===== src/rtl/smbto_pkg.sv =====
package smbto_pkg;
  localparam int unsigned CfgSdaEnBit = 5;
  localparam int unsigned CfgSclEnBit = 4;
  localparam int unsigned NumLines    = 2;

  typedef enum logic [0:0] {
    LINE_SCL = 1'b0,
    LINE_SDA = 1'b1
  } line_idx_e;

  typedef struct packed {
    logic sda_en;
    logic scl_en;
  } cfg_t;

  function automatic cfg_t cfg_decode(input logic [7:0] wdata);
    cfg_t c;
    c.sda_en = wdata[CfgSdaEnBit];
    c.scl_en = wdata[CfgSclEnBit];
    return c;
  endfunction
endpackage


===== src/rtl/smbto_tick.sv =====
module smbto_tick #(
  parameter int unsigned TICK_DIV = 50
) (
  input  logic clk_i,
  input  logic rst_ni,
  input  logic clr_i,
  output logic tick_o
);
  localparam int unsigned CW = (TICK_DIV > 1) ? $clog2(TICK_DIV) : 1;
  localparam logic [CW-1:0] LastVal = CW'(TICK_DIV - 1);

  logic [CW-1:0] cnt_q;

  assign tick_o = (cnt_q == LastVal);

  always_ff @(posedge clk_i or negedge rst_ni) begin
    if (!rst_ni)     cnt_q <= '0;
    else if (clr_i)  cnt_q <= '0;
    else if (tick_o) cnt_q <= '0;
    else             cnt_q <= cnt_q + 1'b1;
  end
endmodule


===== src/rtl/smbto_line.sv =====
module smbto_line #(
  parameter int unsigned TICK_DIV    = 50,
  parameter int unsigned LIMIT_TICKS = 25000
) (
  input  logic clk_i,
  input  logic rst_ni,
  input  logic line_i,
  input  logic en_i,
  input  logic busy_i,
  output logic hit_o
);
  localparam int unsigned TW = $clog2(LIMIT_TICKS + 1);
  localparam logic [TW-1:0] LastTick = TW'(LIMIT_TICKS - 1);

  logic          line_q;
  logic          done_q;
  logic [TW-1:0] tcnt_q;
  logic          edge_seen;
  logic          armed;
  logic          restart;
  logic          tick;
  logic          at_last;

  assign edge_seen = line_i ^ line_q;
  assign armed     = en_i & busy_i & ~line_i;
  assign restart   = edge_seen | ~armed;
  assign at_last   = (tcnt_q == LastTick);
  assign hit_o     = armed & ~edge_seen & tick & at_last & ~done_q;

  smbto_tick #(.TICK_DIV(TICK_DIV)) u_tick (
    .clk_i  (clk_i),
    .rst_ni (rst_ni),
    .clr_i  (restart),
    .tick_o (tick)
  );

  always_ff @(posedge clk_i or negedge rst_ni) begin
    if (!rst_ni) begin
      line_q <= 1'b1;
      tcnt_q <= '0;
      done_q <= 1'b0;
    end else begin
      line_q <= line_i;
      if (restart) begin
        tcnt_q <= '0;
        done_q <= 1'b0;
      end else begin
        if (tick && !at_last) tcnt_q <= tcnt_q + 1'b1;
        if (hit_o)            done_q <= 1'b1;
      end
    end
  end
endmodule


===== src/rtl/smbto_monitor.sv =====
module smbto_monitor
  import smbto_pkg::*;
#(
  parameter int unsigned TICK_DIV    = 50,
  parameter int unsigned LIMIT_TICKS = 25000
) (
  input  logic       clk_i,
  input  logic       rst_ni,
  input  logic       scl_i,
  input  logic       sda_i,
  input  logic       busy_i,
  input  logic       cfg_we_i,
  input  logic [7:0] cfg_wdata_i,
  input  logic [1:0] stat_clr_i,
  output logic       abort_o,
  output logic [1:0] status_o
);
  cfg_t                cfg_q;
  logic [NumLines-1:0] line_vec;
  logic [NumLines-1:0] en_vec;
  logic [NumLines-1:0] hit_vec;
  logic                abort_q;
  logic [NumLines-1:0] status_q;

  assign line_vec[LINE_SCL] = scl_i;
  assign line_vec[LINE_SDA] = sda_i;
  assign en_vec[LINE_SCL]   = cfg_q.scl_en;
  assign en_vec[LINE_SDA]   = cfg_q.sda_en;

  always_ff @(posedge clk_i or negedge rst_ni) begin
    if (!rst_ni)       cfg_q <= '0;
    else if (cfg_we_i) cfg_q <= cfg_decode(cfg_wdata_i);
  end

  for (genvar g = 0; g < NumLines; g++) begin : g_line
    smbto_line #(
      .TICK_DIV    (TICK_DIV),
      .LIMIT_TICKS (LIMIT_TICKS)
    ) u_line (
      .clk_i  (clk_i),
      .rst_ni (rst_ni),
      .line_i (line_vec[g]),
      .en_i   (en_vec[g]),
      .busy_i (busy_i),
      .hit_o  (hit_vec[g])
    );
  end

  // set has priority over a simultaneous clear
  always_ff @(posedge clk_i or negedge rst_ni) begin
    if (!rst_ni) begin
      abort_q  <= 1'b0;
      status_q <= '0;
    end else begin
      abort_q  <= |hit_vec;
      status_q <= (status_q & ~stat_clr_i) | hit_vec;
    end
  end

  assign abort_o  = abort_q;
  assign status_o = status_q;
endmodule


===== config.mk =====
export PLATFORM = sky130hd
export DESIGN_NAME = smbto_monitor
export DESIGN_NICKNAME = d
export VERILOG_FILES = /design/src/rtl/smbto_pkg.sv /design/src/rtl/smbto_tick.sv /design/src/rtl/smbto_line.sv /design/src/rtl/smbto_monitor.sv
export SDC_FILE = /design/constraint.sdc
export NUM_CORES = 1
export LEC_CHECK = 0
export ABC_CLOCK_PERIOD_IN_PS = 2500
export BUFFER_PORTS_ARGS = -buffer_cell sky130_fd_sc_hd__buf_4
export CAP_MARGIN = 20
export CORE_ASPECT_RATIO = 0.6
export CORE_MARGIN = 4
export CORE_UTILIZATION = 40
export CTS_CLUSTER_DIAMETER = 200
export DETAILED_ROUTE_END_ITERATION = 6
export GPL_TIMING_DRIVEN = 0
export SYNTH_ARGS = -nofsm -noshare
export SYNTH_HDL_FRONTEND = slang
export SYNTH_SLANG_ARGS = --single-unit

===== constraint.sdc =====
create_clock -name clk_i -period 2.5 [get_ports clk_i]
set_input_delay 0.25 -clock clk_i [delete_from_list [all_inputs] [get_ports clk_i]]
set_output_delay 0.25 -clock clk_i [all_outputs]
set_load 0.05 [all_outputs]

==> impl_results.md, run 1 <==
* Clock Latency Late Sink at 290 ps
* Post-synthesis sequential area ratio at 49.6%
* Final setup viols at 0
* TritonCTS Buffers at 5
* I/O pins at 19
* Clk pwr share at 34.8%
* CP Cell Sequence: ha_1 > and4_1 > and4_1 > clkbuf_1 > or4_1 > a21oi_1
* Critical-path top delay cell: or4_1
* First-pass GRT wire length at 9460 µm
* Slew Viols, Final at 0
* Hold slack at 69.7 ps
* Crit-path most repeated cell: and4_1
* Final Skew at 5.77 ps
* Vias at 1940
* DP HPWL at 3850 µm
* Rel. slew slack at 56.9%
* F_max at 479 MHz
* Maximum VDD drop at 0.000227 V
* Required @ worst endpoint at 2720 ps
* Vias in the first global route at 1853
* Fin Setup TNS at 0 ps
* Placer Congestion at 0.770
* Clock sink count at 51
* Clock Path Buffers at 2
* Post-synth EDFFs at 0
* Initial antenna violation count at 0
* Syn_nets at 279
* Startpoint Class: register
* Yosys warnings at 0
* Synth unique cells at 40
* Crit-path max cell delay at 500 ps
* Combinational power share at 3.6%
* Initial drt markers at 164
* Most common cell after layout, fill and taps aside: dfrtp_1
* Largest net degree at the start of global routing at 52
* CTS tree: done
* Post-synthesis cell area at 2580 µm²
* Final total power at 0.00136 W
* Drt pass-1 iters at 4
* Placed cell count at 353
* Die X-Extent at 112 µm
* Post-synthesis register bit count at 51
* Core Area at 6170 µm²
* Hold WC Path Type: input pin to register
* Post-route ant nets at 0
* Nature of the critical path endpoint: register
* Routed WL at 5330 µm
* Cell Rows at 22
* Synthesis-to-layout area growth at 11.6%
* Sequential power share at 61.5%
* Post-synthesis cell count at 257
* Syn_area_per_cell at 10.0 µm²
* Antenna cells at 0
* Final hold violation count at 0
* Critical path class: register to register
* Input/output buffers at 12
* DR vias/cell at 5.36
* Starting Density at 41.8%
* Die Footprint at 7830 µm²
* Setup bufs post-CTS at 0
* All-layer global routing usage at 14.8%
* Min Tclk post-route at 2090 ps
* Part of the cycle the worst path needs at 83.5%
* PD cells at 473 nW/µm²
* Buffers & Inverters on Critical Path at 1
* Crit path max fanout at 10
* Layout cells sized above 1 at 10.4%
* Int Pwr at 0.00107 W
* Die height at 70.2 µm
* CTS H-Tree Depth at 2
* CP top delay family: simple AND/OR/NAND/NOR gates
* Layout Cells excl Fill at 362
* Asr flop ratio synth at 100%
* Nets at 300
* Status: completed
* Leak at 1.17 nW
* Clock-pin slew on the worst setup and hold paths at 90 ps
* NetSw at 0.000291 W
* Worst reg2reg setup slack at 410 ps
* DR DRC count at 0
* Most frequent cells in the layout: 49 x dfrtp_1, 28 x nor2_1, 23 x nand2_1
* Total gr overflow at 0
* RSZ-0062 raised after global routing: no
* Critical Path AT at 2310 ps
* Switching Fraction at 21.4%
* Post-synth top flop: dfrtp_1
* Clk Tree Root Cell: clkbuf_8
* Max-cap violations at 0
* Wire per inst at 14.7 µm
* Slew @ Worst Pin at 647 ps
-- cells by family (layout without fill, tap and decap cells) --
family                     count (synthesis)  in the layout  synth area share, %
AOI/OAI and AO/OA                         41             41                 9.28
buffers and inverters                     13             34                 1.94
DFF                                       51             51                 49.6
and+or+nand+nor                          126            126                 29.1
muxes                                      4              4                 1.65
xor gates and xnor gates                  16             16                 5.44
adders and majority gates                  6              6                 2.91
-- sequential cells by signal, indices dropped and copies added, names as in the netlist --
register                    cells
g_line.u_line.tcnt_q           30
status_o                        2
cfg_q                           2
g_line.u_line.line_q            2
g_line.u_line.done_q            2
abort_o                         1
g_line.u_line.u_tick.cnt_q     12
-- synth_stat cells, types with 2 or more instances --
cell type / instances / area [µm²]
a21oi_1: 18 / 90.1
and2_1: 2 / 12.5
and3_1: 4 / 25.0
and4_1: 6 / 52.6
and4b_1: 2 / 20.0
clkbuf_1: 5 / 18.8
dfrtp_1: 49 / 1230
dfstp_2: 2 / 52.6
ha_1: 6 / 75.1
inv_1: 7 / 26.3
mux2_2: 2 / 22.5
mux2i_1: 2 / 20.0
nand2_1: 23 / 86.3
nand3_1: 13 / 65.1
nand4_1: 8 / 50.1
nand4b_1: 3 / 26.3
nand4bb_1: 2 / 22.5
nor2_1: 28 / 105
nor3_1: 2 / 10.0
nor4_1: 3 / 18.8
nor4b_1: 3 / 26.3
nor4bb_1: 4 / 40.0
o211ai_1: 2 / 15.0
o21ai_0: 11 / 55.1
o31ai_1: 6 / 45.0
o41ai_1: 2 / 17.5
or3_1: 9 / 56.3
or4_1: 7 / 52.6
xnor2_1: 8 / 70.1
xor2_1: 8 / 70.1
-- worst paths after layout --
check	to	start	cells after the start
max in group asynchronous	g_line[0].u_line.u_tick.cnt_q[1]	rst_ni	2
hold / removal	g_line[0].u_line.line_q	scl_i	1
setup / recovery	g_line[0].u_line.tcnt_q[4]	g_line[0].u_line.tcnt_q[0]	6
setup reg to reg	g_line[0].u_line.tcnt_q[4]	g_line[0].u_line.tcnt_q[0]	6
min in group asynchronous	g_line[0].u_line.tcnt_q[2]	rst_ni	2
hold reg to reg	g_line[1].u_line.u_tick.cnt_q[0]	g_line[1].u_line.u_tick.cnt_q[0]	1
-- what timing repair did --
action,in CTS,in global routing
resized for setup,0,0
hold buffers,1,0
endpoints found under the hold margin,13,0
-- power groups by stage --
stage	clock (W)	sequential, W	combinational (W)
2_1_floorplan	0	0.000851	0.0000153
3_3_place_gp	0	0.000852	0.0000497
3_5_place_dp	0	0.000852	0.0000494
4_1_cts	0.000495	0.000836	0.0000509
5_1_grt	0.000528	0.000837	0.0000572
6_report	0.000473	0.000836	0.0000495
-- routing by layer --
layer,track usage [%],vias to the layer above,share of wire [%]
li1,-,987,-
met1,25.1,905,59
met2,17.6,43,34
met3,4.16,5,6.4
met4,3.24,0,0.54
met5,0,-,0
-- worst reg2reg max path: cells and delay by family, from the launching register on --
family | cells | cell delay (ps)
simple gates | 3 | 940
flops | 1 | 440
fa+ha+maj | 1 | 290
buf+inv | 1 | 200
compound gates | 1 | 150
-- through the flow --
step	cell area, µm²	setup WS (ps)	util, %
floorplan	2580	635	-
global placement	2770	480	44.9
detailed placement	2770	471	44.9
CTS	2870	423	46.5
global route	2870	279	46.6
finish	2870	414	46.6
-- cell type report --
| type | count | area (µm²) |
|---|---|---|
| sequential | 51 | 1280 |
| clock inverter | 1 | 5.00 |
| timing repair buffer | 14 | 105 |
| buffer | 6 | 23.8 |
| fill | 589 | 3290 |
| multi-input combinational | 193 | 1250 |
| inverter | 7 | 26.3 |
| clock buffer | 6 | 82.6 |
| tap | 84 | 105 |
Power figures use the tool's default switching activity.
==> inputs of run 2 (changes only) <==
--- a/config.mk
+++ b/config.mk
@@ -5,7 +5,7 @@
 export SDC_FILE = /design/constraint.sdc
 export NUM_CORES = 1
 export LEC_CHECK = 0
-export ABC_CLOCK_PERIOD_IN_PS = 2500
+export ABC_CLOCK_PERIOD_IN_PS = 1750
 export BUFFER_PORTS_ARGS = -buffer_cell sky130_fd_sc_hd__buf_4
 export CAP_MARGIN = 20
 export CORE_ASPECT_RATIO = 0.6
==> constraint.sdc (replaced) <==
create_clock -name clk_i -period 1.75 [get_ports clk_i]
set_input_delay 0.175 -clock clk_i [delete_from_list [all_inputs] [get_ports clk_i]]
set_output_delay 0.175 -clock clk_i [all_outputs]
set_load 0.05 [all_outputs]
==> run 2 against run 1 <==
Sequential share of layout area shrank 4.4 points. Sequential power grew 44%. The run now ends with setup timing left. Core utilization grew 5.1 points. First-iteration DRC count is the same. Non-clock buffer count grew 17. Count of clock-buffer cells in the layout shrank 1.
==> impl_results.md, run 2 (synthesis gave the netlist of run 1 again) <==
* Post-route ant nets at 0 (unchanged)
* Vias at 2081 (+7.3%)
* Critical path class: register to register
* Switching Fraction at 22.7% (+1.3 points)
* Die Footprint at 7830 µm² (unchanged)
* Worst reg2reg setup slack at -80 ps (-500 ps)
* Clk pwr share at 40.2% (+5.4 points)
* Startpoint Class: register
* Clock Path Buffers at 2 (unchanged)
* Input/output buffers at 12 (unchanged)
* First-pass GRT wire length at 10200 µm (+8.2%)
* Initial antenna violation count at 0 (unchanged)
* F_max at 545 MHz (+14%)
* Hold Path End: status_o[0]
* Antenna cells at 0 (unchanged)
* TritonCTS Buffers at 5 (unchanged)
* Fin Setup TNS at -320 ps (-320 ps)
* Failing checks: setup timing
* Final total power at 0.00214 W (+57%)
* Reg2reg path depth at 7 (+1)
* Crit path max fanout at 5 (-5)
* Rel. slew slack at 56.1% (-0.78 points)
* Final setup viols at 8 (+8)
* Largest register FFs at 30 (unchanged)
* Die X-Extent at 112 µm (unchanged)
* Int Pwr at 0.00165 W (+55%)
* Slew Viols, Final at 0 (unchanged)
* Cell Rows at 22 (unchanged)
* Fill cell count at 570 (-3.2%)
* Hold slack at 18.6 ps (-51.1 ps)
* Most frequent cells in the layout: 48 x dfrtp_1, 29 x buf_4, 27 x nor2_1
* Largest net degree at the start of global routing at 52 (unchanged)
* Crit-path max cell delay at 550 ps (+50 ps)
* Starting Density at 41.8% (unchanged)
* Critical-path top delay cell: or4_4
* Min-delay src: stat_clr_i[0]
* Sequential power share at 55.9% (-5.6 points)
* Wire per inst at 15.9 µm (+8.2%)
* Status: complete, but fails checks
* Clock Latency Late Sink at 320 ps (+30 ps)
* Slew @ Worst Pin at 659 ps (+11.7 ps)
* R2r endpoint: status_o[0]
* Vias in the first global route at 1998 (+7.8%)
* Most common cell after layout, fill and taps aside: dfrtp_1
* CTS tree: done
* DR DRC count at 0 (unchanged)
* Final hold violation count at 0 (unchanged)
* Hold WC Path Type: input pin to register
* Required @ worst endpoint at 1990 ps (-730 ps)
* RSZ-0062 raised after global routing: yes
* Leak at 1.31 nW (+12%)
* DR vias/cell at 5.48 (+2.2%)
* CP Cell Sequence: inv_2 > ha_4 > nand4b_1 > or2_4 > buf_6 > or4_4 > o21ai_1
* Pre-CTS WS at -218 ps (-689 ps)
* Clock sink count at 51 (unchanged)
* Setup WS post-layout at -84.2 ps (-498 ps)
* WHS Path Cells at 2 (+1)
* Total gr overflow at 0 (unchanged)
* Maximum VDD drop at 0.000322 V (+42%)
* Routed WL at 6060 µm (+14%)
* Initial drt markers at 164 (unchanged)
* Combinational power share at 3.9% (+0.3 points)
* Die height at 70.2 µm (unchanged)
* PD cells at 671 nW/µm² (+42%)
* Largest Register: g_line.u_line.tcnt_q
* Core Area at 6170 µm² (unchanged)
* Synthesis-to-layout area growth at 23.8%
* Max-cap violations at 0 (unchanged)
* All-layer global routing usage at 16.3% (+1.5 points)
* Largest regs: g_line.u_line.tcnt_q (30), g_line.u_line.u_tick.cnt_q (12)
* FF-to-FF Start: g_line[0].u_line.u_tick.cnt_q[1]
* Clock-pin slew on the worst setup and hold paths at 100 ps (about the same)
* Nature of the critical path endpoint: register
* Part of the cycle the worst path needs at 105% (+21 points)
* Nets at 317 (+5.7%)
* Drt pass-1 iters at 4 (unchanged)
* Clk Tree Root Cell: clkbuf_8
* NetSw at 0.000485 W (+67%)
* I/O pins at 19 (unchanged)
* DP HPWL at 4010 µm (+4.1%)
* Critical Path AT at 2080 ps (-230 ps)
* Final Skew at 16.4 ps (+10.6 ps)
* Layout cells sized above 1 at 25.3% (+15 points)
* Min Tclk post-route at 1830 ps (-252 ps)
* Placer Congestion at 0.799 (+3.8%)
* CTS H-Tree Depth at 2 (unchanged)
-- run 2: changes by cell type in the layout (fill, tap and decap cells not counted), sizes merged --
cell / change
inv: +1
buf: +17
clkbuf: -3
dlygate4sd3: +2
bufinv: +1
clkinvlp: +1
clkinv: -1
-- run 2: final cells by class --
type	instances	area [µm²]	area share [%]
Clock inverter	3	46.3	1.45
Tap cell	84	105	3.30
Inverter	7	26.3	0.824
Clock buffer	5	68.8	2.16
Buffer	4	23.8	0.745
Timing Repair Buffer	33	253	7.92
Sequential cell	51	1280	40.1
Multi-Input combinational cell	193	1390	43.5
-- run 2: layer usage --
| metal | vias to the layer above | share of wire [%] | global-route usage (%) | wire [µm] |
|---|---|---|---|---|
| met5 | - | 0 | 0 | 0 |
| met2 | 49 | 40 | 21.7 | 2450 |
| li1 | 1018 | - | - | - |
| met3 | 5 | 5.3 | 3.46 | 321 |
| met1 | 1009 | 53 | 26.1 | 3240 |
| met4 | 0 | 0.76 | 4.05 | 46 |
-- run 2: stage by stage --
stage	utilization (%)	std cells	instance area (µm²)
6_report	51.7	380	3190
4_1_cts	50.0	376	3080
2_1_floorplan	-	257	2600
3_3_place_gp	45.4	353	2800
5_1_grt	51.7	380	3190
3_5_place_dp	45.4	353	2800
-- run 2: worst max path at each step --
stage	from	end	slack, ps	cells past startpoint
after floorplan	g_line[0].u_line.u_tick.cnt_q[1]	g_line[0].u_line.tcnt_q[4]	-30	7
after global placement	g_line[0].u_line.u_tick.cnt_q[1]	status_o[0]	-210	7
after detailed placement	cfg_q[0]	g_line[0].u_line.u_tick.cnt_q[3]	-220	3
after CTS	g_line[0].u_line.u_tick.cnt_q[1]	g_line[0].u_line.tcnt_q[4]	-60	7
after global routing	g_line[0].u_line.u_tick.cnt_q[1]	status_o[0]	-160	7
final	g_line[0].u_line.u_tick.cnt_q[1]	status_o[0]	-80	7
-- run 2: what timing repair did --
action	in CTS	in global routing
setup buffers	14	3
gates resized for setup	12	21
endpoints found under the hold margin	51	0
hold buffers	3	0
setup endpoints to repair	22	32
gates cloned	0	1
pin swaps	7	6
-- run 2: worst max-delay path, delay by kind of cell (launching register included) --
kind | cells | cell delay, ps
compound gates | 1 | 90
fa+ha+maj | 1 | 140
buf+inv | 2 | 210
flops | 1 | 400
simple gates | 3 | 930
-- run 2: power by group through the flow --
stage               Combinational [W]  Clock (W)  Sequential, W
floorplan                   0.0000221          0        0.00122
global placement            0.0000716          0        0.00122
detailed placement          0.0000723          0        0.00122
CTS                         0.0000814   0.000888        0.00119
global route                0.0000953   0.000942        0.00120
finish                      0.0000835   0.000860        0.00120
